<file path="config.mk">
export PLATFORM = sky130hd
export DESIGN_NAME = virq_cpu_port
export DESIGN_NICKNAME = d
export VERILOG_FILES = /design/src/rtl/virq_cpu_port_pkg.sv /design/src/rtl/virq_cpu_port_ctrl.sv /design/src/rtl/virq_cpu_port_dp.sv /design/src/rtl/virq_cpu_port.sv
export SDC_FILE = /design/constraint.sdc
export NUM_CORES = 1
export LEC_CHECK = 0
export ABC_AREA = 1
export BUFFER_PORTS_ARGS = -buffer_cell sky130_fd_sc_hd__buf_2
export CORE_ASPECT_RATIO = 0.8
export CORE_MARGIN = 2
export CORE_UTILIZATION = 36
export CTS_CLUSTER_SIZE = 12
export DETAILED_ROUTE_END_ITERATION = 6
export PLACE_DENSITY = 0.65
export SETUP_SLACK_MARGIN = 0.1
export SLEW_MARGIN = 25
export SYNTH_ARGS = -nofsm -noshare
export SYNTH_HDL_FRONTEND = slang
export SYNTH_SLANG_ARGS = --single-unit
</file>
<file path="constraint.sdc">
create_clock -name clk -period 5.5 [get_ports clk]
set_input_delay 0.275 -clock clk [delete_from_list [all_inputs] [get_ports clk]]
set_output_delay 0.275 -clock clk [all_outputs]
set_load 0.005 [all_outputs]
</file>
<file path="src/rtl/virq_cpu_port_pkg.sv">
package virq_cpu_port_pkg;

  // guest word offsets
  localparam int OFS_CTRL  = 0;
  localparam int OFS_PMASK = 1;
  localparam int OFS_ACK   = 2;
  localparam int OFS_EOI   = 3;
  localparam int OFS_ID    = 4;

  // list entry field positions
  localparam int VID_LSB   = 0;
  localparam int VID_W     = 10;
  localparam int CPU_LSB   = 10;
  localparam int CPU_W     = 3;
  localparam int PRIO_LSB  = 23;
  localparam int PRIO_W    = 5;
  localparam int STATE_LSB = 28;

  localparam logic [31:0] NO_IRQ = 32'd1023;
  localparam int SEL_W = 4;   // index field wide enough for up to 16 entries

  typedef enum logic [1:0] {
    ST_INVALID  = 2'd0,
    ST_PEND     = 2'd1,
    ST_ACTIVE   = 2'd2,
    ST_PEND_ACT = 2'd3
  } entryState_e;

  typedef struct packed {
    logic             ctrlWr;
    logic             maskWr;
    logic             ackTake;
    logic [SEL_W-1:0] ackIdx;
    logic             eoiHit;
    logic [SEL_W-1:0] eoiIdx;
  } strobe_t;

endpackage

</file>
<file path="src/rtl/virq_cpu_port_ctrl.sv">
module virq_cpu_port_ctrl
  import virq_cpu_port_pkg::*;
#(
  parameter int          NUM_LR   = 4,
  parameter int          ADDR_W   = 3,
  parameter logic [31:0] ID_VALUE = 32'h0000_5A3B
) (
  input  logic                 guestRdEn,
  input  logic                 guestWrEn,
  input  logic [ADDR_W-1:0]    guestAddr,
  input  logic [31:0]          guestWrData,
  input  logic [NUM_LR*32-1:0] lrFlat,
  input  logic [31:0]          ctrlWord,
  output strobe_t              strobe,
  output logic [31:0]          guestRdData,
  output logic                 accessErr
);

  logic             bestFound;
  logic [SEL_W-1:0] bestIdx;
  logic [PRIO_W-1:0] bestPrio;
  logic             matchFound;
  logic [SEL_W-1:0] matchIdx;
  logic             rdMapped;
  logic             wrMapped;
  logic             ackValid;
  logic [31:0]      bestWord;

  // pick the pending entry with lowest priority value, lowest index on ties
  always_comb begin
    bestFound = 1'b0;
    bestIdx   = '0;
    bestPrio  = '1;
    bestWord  = '0;
    for (int i = 0; i < NUM_LR; i++) begin
      if (lrFlat[i*32+STATE_LSB +: 2] == ST_PEND &&
          (!bestFound || lrFlat[i*32+PRIO_LSB +: PRIO_W] < bestPrio)) begin
        bestFound = 1'b1;
        bestIdx   = SEL_W'(i);
        bestPrio  = lrFlat[i*32+PRIO_LSB +: PRIO_W];
        bestWord  = lrFlat[i*32 +: 32];
      end
    end
  end

  // find the lowest-index live entry matching ID and CPU
  always_comb begin
    matchFound = 1'b0;
    matchIdx   = '0;
    for (int i = 0; i < NUM_LR; i++) begin
      if (!matchFound &&
          lrFlat[i*32+STATE_LSB +: 2] != ST_INVALID &&
          lrFlat[i*32+VID_LSB +: VID_W] == guestWrData[VID_LSB +: VID_W] &&
          lrFlat[i*32+CPU_LSB +: CPU_W] == guestWrData[CPU_LSB +: CPU_W]) begin
        matchFound = 1'b1;
        matchIdx   = SEL_W'(i);
      end
    end
  end

  assign rdMapped = (guestAddr == ADDR_W'(OFS_CTRL)) || (guestAddr == ADDR_W'(OFS_ACK)) ||
                    (guestAddr == ADDR_W'(OFS_ID));
  assign wrMapped = (guestAddr == ADDR_W'(OFS_CTRL)) || (guestAddr == ADDR_W'(OFS_PMASK)) ||
                    (guestAddr == ADDR_W'(OFS_EOI));
  assign ackValid = bestFound && ctrlWord[0];
  assign accessErr = (guestRdEn && !rdMapped) || (guestWrEn && !wrMapped);

  always_comb begin
    guestRdData = '0;
    if (guestRdEn) begin
      if (guestAddr == ADDR_W'(OFS_CTRL))
        guestRdData = ctrlWord;
      else if (guestAddr == ADDR_W'(OFS_ACK))
        guestRdData = ackValid
                    ? {19'd0, bestWord[CPU_LSB +: CPU_W], bestWord[VID_LSB +: VID_W]}
                    : NO_IRQ;
      else if (guestAddr == ADDR_W'(OFS_ID))
        guestRdData = ID_VALUE;
    end
  end

  always_comb begin
    strobe         = '0;
    strobe.ctrlWr  = guestWrEn && (guestAddr == ADDR_W'(OFS_CTRL));
    strobe.maskWr  = guestWrEn && (guestAddr == ADDR_W'(OFS_PMASK));
    strobe.ackTake = guestRdEn && (guestAddr == ADDR_W'(OFS_ACK)) && ackValid;
    strobe.ackIdx  = bestIdx;
    strobe.eoiHit  = guestWrEn && (guestAddr == ADDR_W'(OFS_EOI)) && matchFound;
    strobe.eoiIdx  = matchIdx;
  end

endmodule

</file>
<file path="src/rtl/virq_cpu_port_dp.sv">
module virq_cpu_port_dp
  import virq_cpu_port_pkg::*;
#(
  parameter int NUM_LR = 4,
  localparam int IDX_W = (NUM_LR > 1) ? $clog2(NUM_LR) : 1
) (
  input  logic                 clk,
  input  logic                 rst_n,
  input  strobe_t              strobe,
  input  logic [31:0]          guestWrData,
  input  logic                 lrLoadEn,
  input  logic [IDX_W-1:0]     lrLoadIdx,
  input  logic [31:0]          lrLoadData,
  output logic [NUM_LR*32-1:0] lrFlat,
  output logic [31:0]          ctrlWord,
  output logic [PRIO_W-1:0]    vPriMask
);

  for (genvar i = 0; i < NUM_LR; i++) begin : g_entry
    logic [31:0] entry;
    always_ff @(posedge clk) begin
      if (!rst_n)
        entry <= '0;
      else if (lrLoadEn && lrLoadIdx == IDX_W'(i))
        entry <= lrLoadData;
      else if (strobe.ackTake && strobe.ackIdx == SEL_W'(i))
        entry[STATE_LSB +: 2] <= ST_ACTIVE;
      else if (strobe.eoiHit && strobe.eoiIdx == SEL_W'(i))
        entry[STATE_LSB +: 2] <= ST_INVALID;
    end
    assign lrFlat[i*32 +: 32] = entry;
  end

  always_ff @(posedge clk) begin
    if (!rst_n) begin
      ctrlWord <= '0;
      vPriMask <= '0;
    end else begin
      if (strobe.ctrlWr) ctrlWord <= guestWrData;
      if (strobe.maskWr) vPriMask <= guestWrData[PRIO_W-1:0];
    end
  end

endmodule

</file>
<file path="src/rtl/virq_cpu_port.sv">
module virq_cpu_port
  import virq_cpu_port_pkg::*;
#(
  parameter int          NUM_LR   = 4,
  parameter int          ADDR_W   = 3,
  parameter logic [31:0] ID_VALUE = 32'h0000_5A3B,
  localparam int         IDX_W    = (NUM_LR > 1) ? $clog2(NUM_LR) : 1
) (
  input  logic                 clk,
  input  logic                 rst_n,
  input  logic                 guestRdEn,
  input  logic                 guestWrEn,
  input  logic [ADDR_W-1:0]    guestAddr,
  input  logic [31:0]          guestWrData,
  output logic [31:0]          guestRdData,
  output logic                 accessErr,
  input  logic                 lrLoadEn,
  input  logic [IDX_W-1:0]     lrLoadIdx,
  input  logic [31:0]          lrLoadData,
  output logic [NUM_LR*32-1:0] lrState,
  output logic [PRIO_W-1:0]    vPriMask
);

  strobe_t     strobe;
  logic [31:0] ctrlWord;

  virq_cpu_port_ctrl #(.NUM_LR(NUM_LR), .ADDR_W(ADDR_W), .ID_VALUE(ID_VALUE)) u_ctrl (
    .guestRdEn  (guestRdEn),
    .guestWrEn  (guestWrEn),
    .guestAddr  (guestAddr),
    .guestWrData(guestWrData),
    .lrFlat     (lrState),
    .ctrlWord   (ctrlWord),
    .strobe     (strobe),
    .guestRdData(guestRdData),
    .accessErr  (accessErr)
  );

  virq_cpu_port_dp #(.NUM_LR(NUM_LR)) u_dp (
    .clk        (clk),
    .rst_n      (rst_n),
    .strobe     (strobe),
    .guestWrData(guestWrData),
    .lrLoadEn   (lrLoadEn),
    .lrLoadIdx  (lrLoadIdx),
    .lrLoadData (lrLoadData),
    .lrFlat     (lrState),
    .ctrlWord   (ctrlWord),
    .vPriMask   (vPriMask)
  );

endmodule

</file>
==> results of run 1 <==
==> per-layer routing <==
metal / wire (microns) / vias up / GRT usage
met5: 0 / - / 0
met4: 806 / 0 / 0.103
met3: 2850 / 52 / 0.0581
met2: 14100 / 455 / 0.413
met1: 14200 / 4214 / 0.368
li1: - / 4320 / -
==> kinds of logic after synthesis <==
kind of cell / synth area share
simple gates: 0.260
compound gates: 0.219
flops: 0.417
buf+inv: 0.0741
xor+xnor: 0.0144
fa+ha+maj: 0.0158
==> path summary, 6_finish.rpt <==
path	startpoint	endpoint	slack, ns	depth (start not counted)
worst max-delay path	u_dp.g_entry[0].entry[28]$_SDFFE_PN0P_	guestRdData[9]	0.40	33
worst min register to register	u_dp.g_entry[3].entry[20]$_SDFFE_PN0P_	u_dp.g_entry[3].entry[20]$_SDFFE_PN0P_	0.46	2
worst min-delay path	guestWrData[28]	u_dp.ctrlWord[28]$_SDFFE_PN0P_	0.06	3
worst max register to register	u_dp.g_entry[0].entry[28]$_SDFFE_PN0P_	u_dp.g_entry[3].entry[29]$_SDFFE_PN0P_	0.97	33
==> report_power, final <==
part	total [mW]	internal [mW]	switching (mW)
Sequential	1.30	1.25	0.0473
Combinational	0.374	0.132	0.243
Clock	1.26	0.633	0.629
Total	2.93	2.01	0.920
==> sequential cells by signal, summed over array words and instances, names as in the netlist <==
name / count
u_dp.ctrlWord: 32
u_dp.g_entry.entry: 128
u_dp.vPriMask: 5
==> critical path: cells and delay by family (launching register included) <==
| kind | cells | cell delay [ns] |
|---|---|---|
| flops | 1 | 0.37 |
| fa+ha+maj | 3 | 0.84 |
| simple gates | 19 | 1.59 |
| buf+inv | 5 | 0.57 |
| compound gates | 6 | 1.01 |
==> cell usage in the layout (no fill, tap or decap), types with 4 or more instances in the layout <==
cell,instances
o2111ai_1,5
ha_1,10
a21oi_2,4
xor2_1,10
clkinv_8,8
o211ai_1,11
dfxtp_1,164
nor2_1,213
buf_4,24
clkbuf_16,17
or2_2,4
nand2_2,4
nand2_1,186
clkinv_1,8
inv_1,77
nand4_1,17
nor3_1,7
buf_2,238
nand3_1,38
o21ai_0,177
nor4_1,10
a21oi_1,98
o22ai_1,8
nor2_2,4
o21ai_1,12
==> cell type report <==
| class | instances | area, sq um | area share |
|---|---|---|---|
| Sequential cell | 165 | 3310 | 0.325 |
| Inverter | 89 | 337 | 0.0331 |
| Timing Repair Buffer | 264 | 1400 | 0.138 |
| Clock buffer | 17 | 425 | 0.0419 |
| Tap cell | 275 | 344 | 0.0339 |
| Multi-Input combinational cell | 848 | 4130 | 0.407 |
| Clock inverter | 15 | 216 | 0.0213 |
==> repair_timing <==
item / in CTS / in global routing
pin swaps: 0 / 7
buffers inserted: 0 / 13
gates cloned: 0 / 2
setup endpoints to repair: 13 / 13
resized for setup: 2 / 25
==> impl_metrics.csv, run 1 <==
group,metric,value,unit
logic_synthesis,synth_top_area_frac,0.417,
logic_synthesis,synth_cells,1163,
clock_network,cts_buffer_depth,2,
layout,finalCoreUtilization,0.471,
worst_setup_path,start_kind,"flop",
die,die_w,170,microns
layout,fin_nets,1469,
logic_synthesis,synth_area_leaders,"dfxtp_1 42%, o21ai_0 11%, nor2_1 10%",
logic_synthesis,ys_async_sr_fraction,0,
layout,fillers,2176,
clock_network,htreeDepth,4,
worst_setup_path,max_stage_delay,0.37,ns
timing,holdWs,0.0570,ns
clock_network,cts_sinks,165,
timing,min_period,5.10,ns
layout,syn_to_final_growth,28.3,%
timing,setup_tns,0,ns
logic_synthesis,syn_area,0.00792,sq mm
timing,clock_skew,0.0166,ns
detailed_routing,vias,9041,
clock_network,clk-insertion-delay-late,0.44,ns
layout,final_cell_area,0.0102,sq mm
power,p_leak,4.76,nW
global_routing,grt_usage,0.268,
run_status,status,"finished, final reports clean",
worst_setup_path,endpoint_kind,"output port",
worst_setup_path,critPathArrivalTime,4.83,ns
power,power,2.93,mW
logic_synthesis,synth_edf_count,0,
place,gp_congestion,0.961,
timing,period_share,0.927,
global_routing,first_global_vias,8332,
detailed_routing,ant_nets,0,
timing,hold_viol_final,0,
layout,antenna-diode-count,0,
die,rows,48,
die,die_area,0.0232,sq mm
global_routing,grt_max_degree,137,
logic_synthesis,yosysTopAreaCell,"dfxtp_1",
logic_synthesis,syn_nets,1247,
global_routing,grt_antenna_before_repair,0,
worst_setup_path,crit_type,"flop to output port",
detailed_routing,wirelength,31900,microns
logic_synthesis,yosysSeqAreaShare,0.417,
power,ir_worst_vdd,0.156,mV
worst_setup_path,crit_path_frequent_cell,"nand2_1",
timing,finalWorstSetupSlack,0.399,ns
detailed_routing,dr.pass1.iters,5,
die,die_y,137,microns
worst_setup_path,cp_slowest_cell,"dfxtp_4",
layout,stdcell_count,1673,
detailed_routing,routedWlPerCell,19.1,microns
clock_network,postCtsHoldBufs,0,
place,portBuffers,239,
place,dp_cells,1626,
clock_network,cts_made_buffers,17,
clock_network,cts_root_buf,"clkbuf_16",
clock_network,clkTransAtPathRegs,0.08,ns
job,drv_cap,0,
timing,slew_headroom,0.328,
timing,drv_slew,0,
place,place_area,0.00931,sq mm
worst_setup_path,cp_max_fo,10,
timing,rsz0062_at_grt,"no",
logic_synthesis,netlist_top_cells_count,"217 x nor2_1, 187 x nand2_1, 182 x o21ai_0",
logic_synthesis,synthFlopType,"dfxtp_1",
detailed_routing,viasPerCell,5.40,
logic_synthesis,syn_avg_cell_area,6.81,sq um
place,dp_hpwl,22400,microns
place,pre_cts_slack,0.473,ns
detailed_routing,post-route-drc-count,0,
min_path,worstHoldPathType,"input pin to flop",
detailed_routing,detailedRoute.firstIterationViolations,983,
die,ios,240,
die,start_util,0.367,
global_routing,overflow,0,
power,power_per_cell_area,288,mW/mm^2
logic_synthesis,ys_ff_latch,165,
clock_network,cts_tree,"yes",
timing,setup_viol,0,
die,core_area,0.0216,sq mm
global_routing,grt_pass1_wl,47700,microns
timing,worst_pin_slew,1.01,ns
logic_synthesis,ys_types,39,
logic_synthesis,ys_warn_count,0,
worst_setup_path,required,5.22,ns
logic_synthesis,post-synth-top-count-cell,"nor2_1",
timing,max_freq,196,MHz
layout,drive_gt1_frac,0.236,
Note: power is estimated with default switching activity, not from simulation.
==> run 2: changes to the inputs <==
Settings changed: PLACE_DENSITY 0.65 to 0.68.
Clock period 5.5 ns to 4.4 ns, I/O delays scaled along.
==> impl_metrics.csv, run 2 (same netlist as run 1, synthesis figures left out) <==
group,metric,value,unit
layout,regMostFlops,"u_dp.g_entry.entry",
detailed_routing,post-route-drc-count,0,
worst_setup_path,endpoint_kind,"output port",
layout,syn_to_final_growth,31.8,%
layout,drive_gt1_frac,0.262,
detailed_routing,dr.pass1.iters,6,
worst_setup_path,required,4.18,ns
timing,slew_headroom,0.104,
layout,register_area,0.00331,sq mm
layout,final_cell_area,0.0104,sq mm
clock_network,cts_sinks,165,
clock_network,clkTransAtPathRegs,0.08,ns
die,die_y,137,microns
worst_setup_path,max_stage_delay,0.36,ns
worst_setup_path,cp_slowest_cell,"dfxtp_4",
timing,drv_slew,0,
layout,multi_input_area,0.00427,sq mm
power,power,3.64,mW
layout,fin_nets,1492,
clock_network,cts_buffer_depth,2,
global_routing,overflow,0,
clock_network,clk-insertion-delay-late,0.44,ns
global_routing,grt_max_degree,85,
detailed_routing,vias,9155,
place,portBuffers,239,
layout,layout.cells.most_common_list,"238 x buf_2, 213 x nor2_1, 176 x o21ai_0",
power,power_per_cell_area,349,mW/mm^2
layout,top_regs,"u_dp.g_entry.entry: 128 flops, u_dp.ctrlWord: 32 flops, u_dp.vPriMask: 5 flops",
clock_network,htreeDepth,4,
worst_setup_path,crit_path_frequent_cell,"nand2_2",
timing,worst_pin_slew,1.34,ns
layout,stdcell_count,1696,
power,p_leak,4.87,nW
die,start_util,0.367,
global_routing,grt_antenna_before_repair,0,
layout,antenna-diode-count,0,
detailed_routing,wirelength,31700,microns
detailed_routing,detailedRoute.firstIterationViolations,1154,
place,gp_congestion,0.954,
timing,setup_viol,13,
timing,setup_tns,-6.85,ns
global_routing,grt_pass1_wl,46400,microns
die,die_w,170,microns
worst_setup_path,critPathArrivalTime,4.73,ns
die,rows,48,
min_path,worstHoldPathType,"input pin to flop",
worst_setup_path,start_kind,"flop",
job,drv_cap,0,
run_status,status,"finished with violations",
die,ios,240,
timing,max_freq,202,MHz
run_status,violations,"setup timing",
layout,finalCoreUtilization,0.484,
global_routing,grt_usage,0.262,
detailed_routing,viasPerCell,5.40,
place,dp_hpwl,22600,microns
worst_setup_path,crit_type,"flop to output port",
place,dp_cells,1637,
clock_network,cts_root_buf,"clkbuf_16",
die,die_area,0.0232,sq mm
timing,finalWorstSetupSlack,-0.547,ns
timing,min_period,4.95,ns
global_routing,first_global_vias,8022,
clock_network,cts_made_buffers,17,
die,core_area,0.0216,sq mm
layout,largest_reg_flops,128,
timing,period_share,1.12,
detailed_routing,ant_nets,0,
layout,fillers,2154,
timing,hold_viol_final,0,
layout,final_common_cell,"buf_2",
power,ir_worst_vdd,0.243,mV
clock_network,cts_tree,"yes",
timing,clock_skew,0.0116,ns
timing,rsz0062_at_grt,"yes",
detailed_routing,routedWlPerCell,18.7,microns
place,place_area,0.00942,sq mm
worst_setup_path,cp_max_fo,6,
[run 2: changes by cell type in the layout (fill, tap and decap cells not counted), sizes merged]
cell and delta:
clkinv -4, inv +3, buf +19, nand2 +1, clkinvlp +1, dlygate4sd3 +3
[run 2: final timing paths]
| path | from | end | slack (ns) | cells after the start |
|---|---|---|---|---|
| worst min register to register | u_dp.g_entry[3].entry[31]$_SDFFE_PN0P_ | u_dp.g_entry[3].entry[31]$_SDFFE_PN0P_ | 0.47 | 2 |
| worst max-delay path | u_dp.g_entry[0].entry[28]$_SDFFE_PN0P_ | guestRdData[11] | -0.55 | 36 |
| worst max register to register | u_dp.g_entry[0].entry[28]$_SDFFE_PN0P_ | u_dp.g_entry[0].entry[29]$_SDFFE_PN0P_ | 0.03 | 35 |
| worst min-delay path | guestWrData[20] | u_dp.ctrlWord[20]$_SDFFE_PN0P_ | 0.01 | 3 |
[run 2: routing by layer]
metal,wire [microns],part of all wire,global-route usage
met4,918,0.029,0.0921
met1,14200,0.45,0.370
met5,0,0,0
met3,3210,0.10,0.0628
met2,13400,0.42,0.391
[run 2: power breakdown]
group          switching (mW)  internal [mW]
Combinational           0.311          0.175
Sequential             0.0582           1.56
Clock                   0.762          0.775
Total                    1.13           2.51
[run 2: cell type report]
type,count,share of cell area
multi-input cells,849,0.408
flip-flops and latches,165,0.317
repair buffers,286,0.152
clock buffers,17,0.0407
well taps,275,0.0329
inverters,89,0.0327
clock inverters,15,0.0170
[run 2: timing repair]
action,4_1_cts,5_1_grt
hold buffers,3,0
setup endpoints to repair,13,21
pin swaps,6,9
gates resized for setup,21,22
buffers inserted,15,6
cloned,1,2
endpoints found under the hold margin,3,0
[run 2: worst max-delay path: cells and delay by family, from the launching register on]
| kind | cells | cell delay (ns) |
|---|---|---|
| simple gates | 20 | 1.69 |
| fa+ha+maj | 3 | 0.75 |
| compound gates | 8 | 1.01 |
| buf+inv | 5 | 0.46 |
| flops | 1 | 0.36 |
[run 2: through the flow]
step	hold slack (ns)	worst slack, ns
2_1_floorplan	0.355	-0.0573
3_3_place_gp	0.443	0.0298
3_5_place_dp	0.446	-0.0288
4_1_cts	0.000463	-0.409
5_1_grt	0.00370	-0.815
6_report	0.0116	-0.547
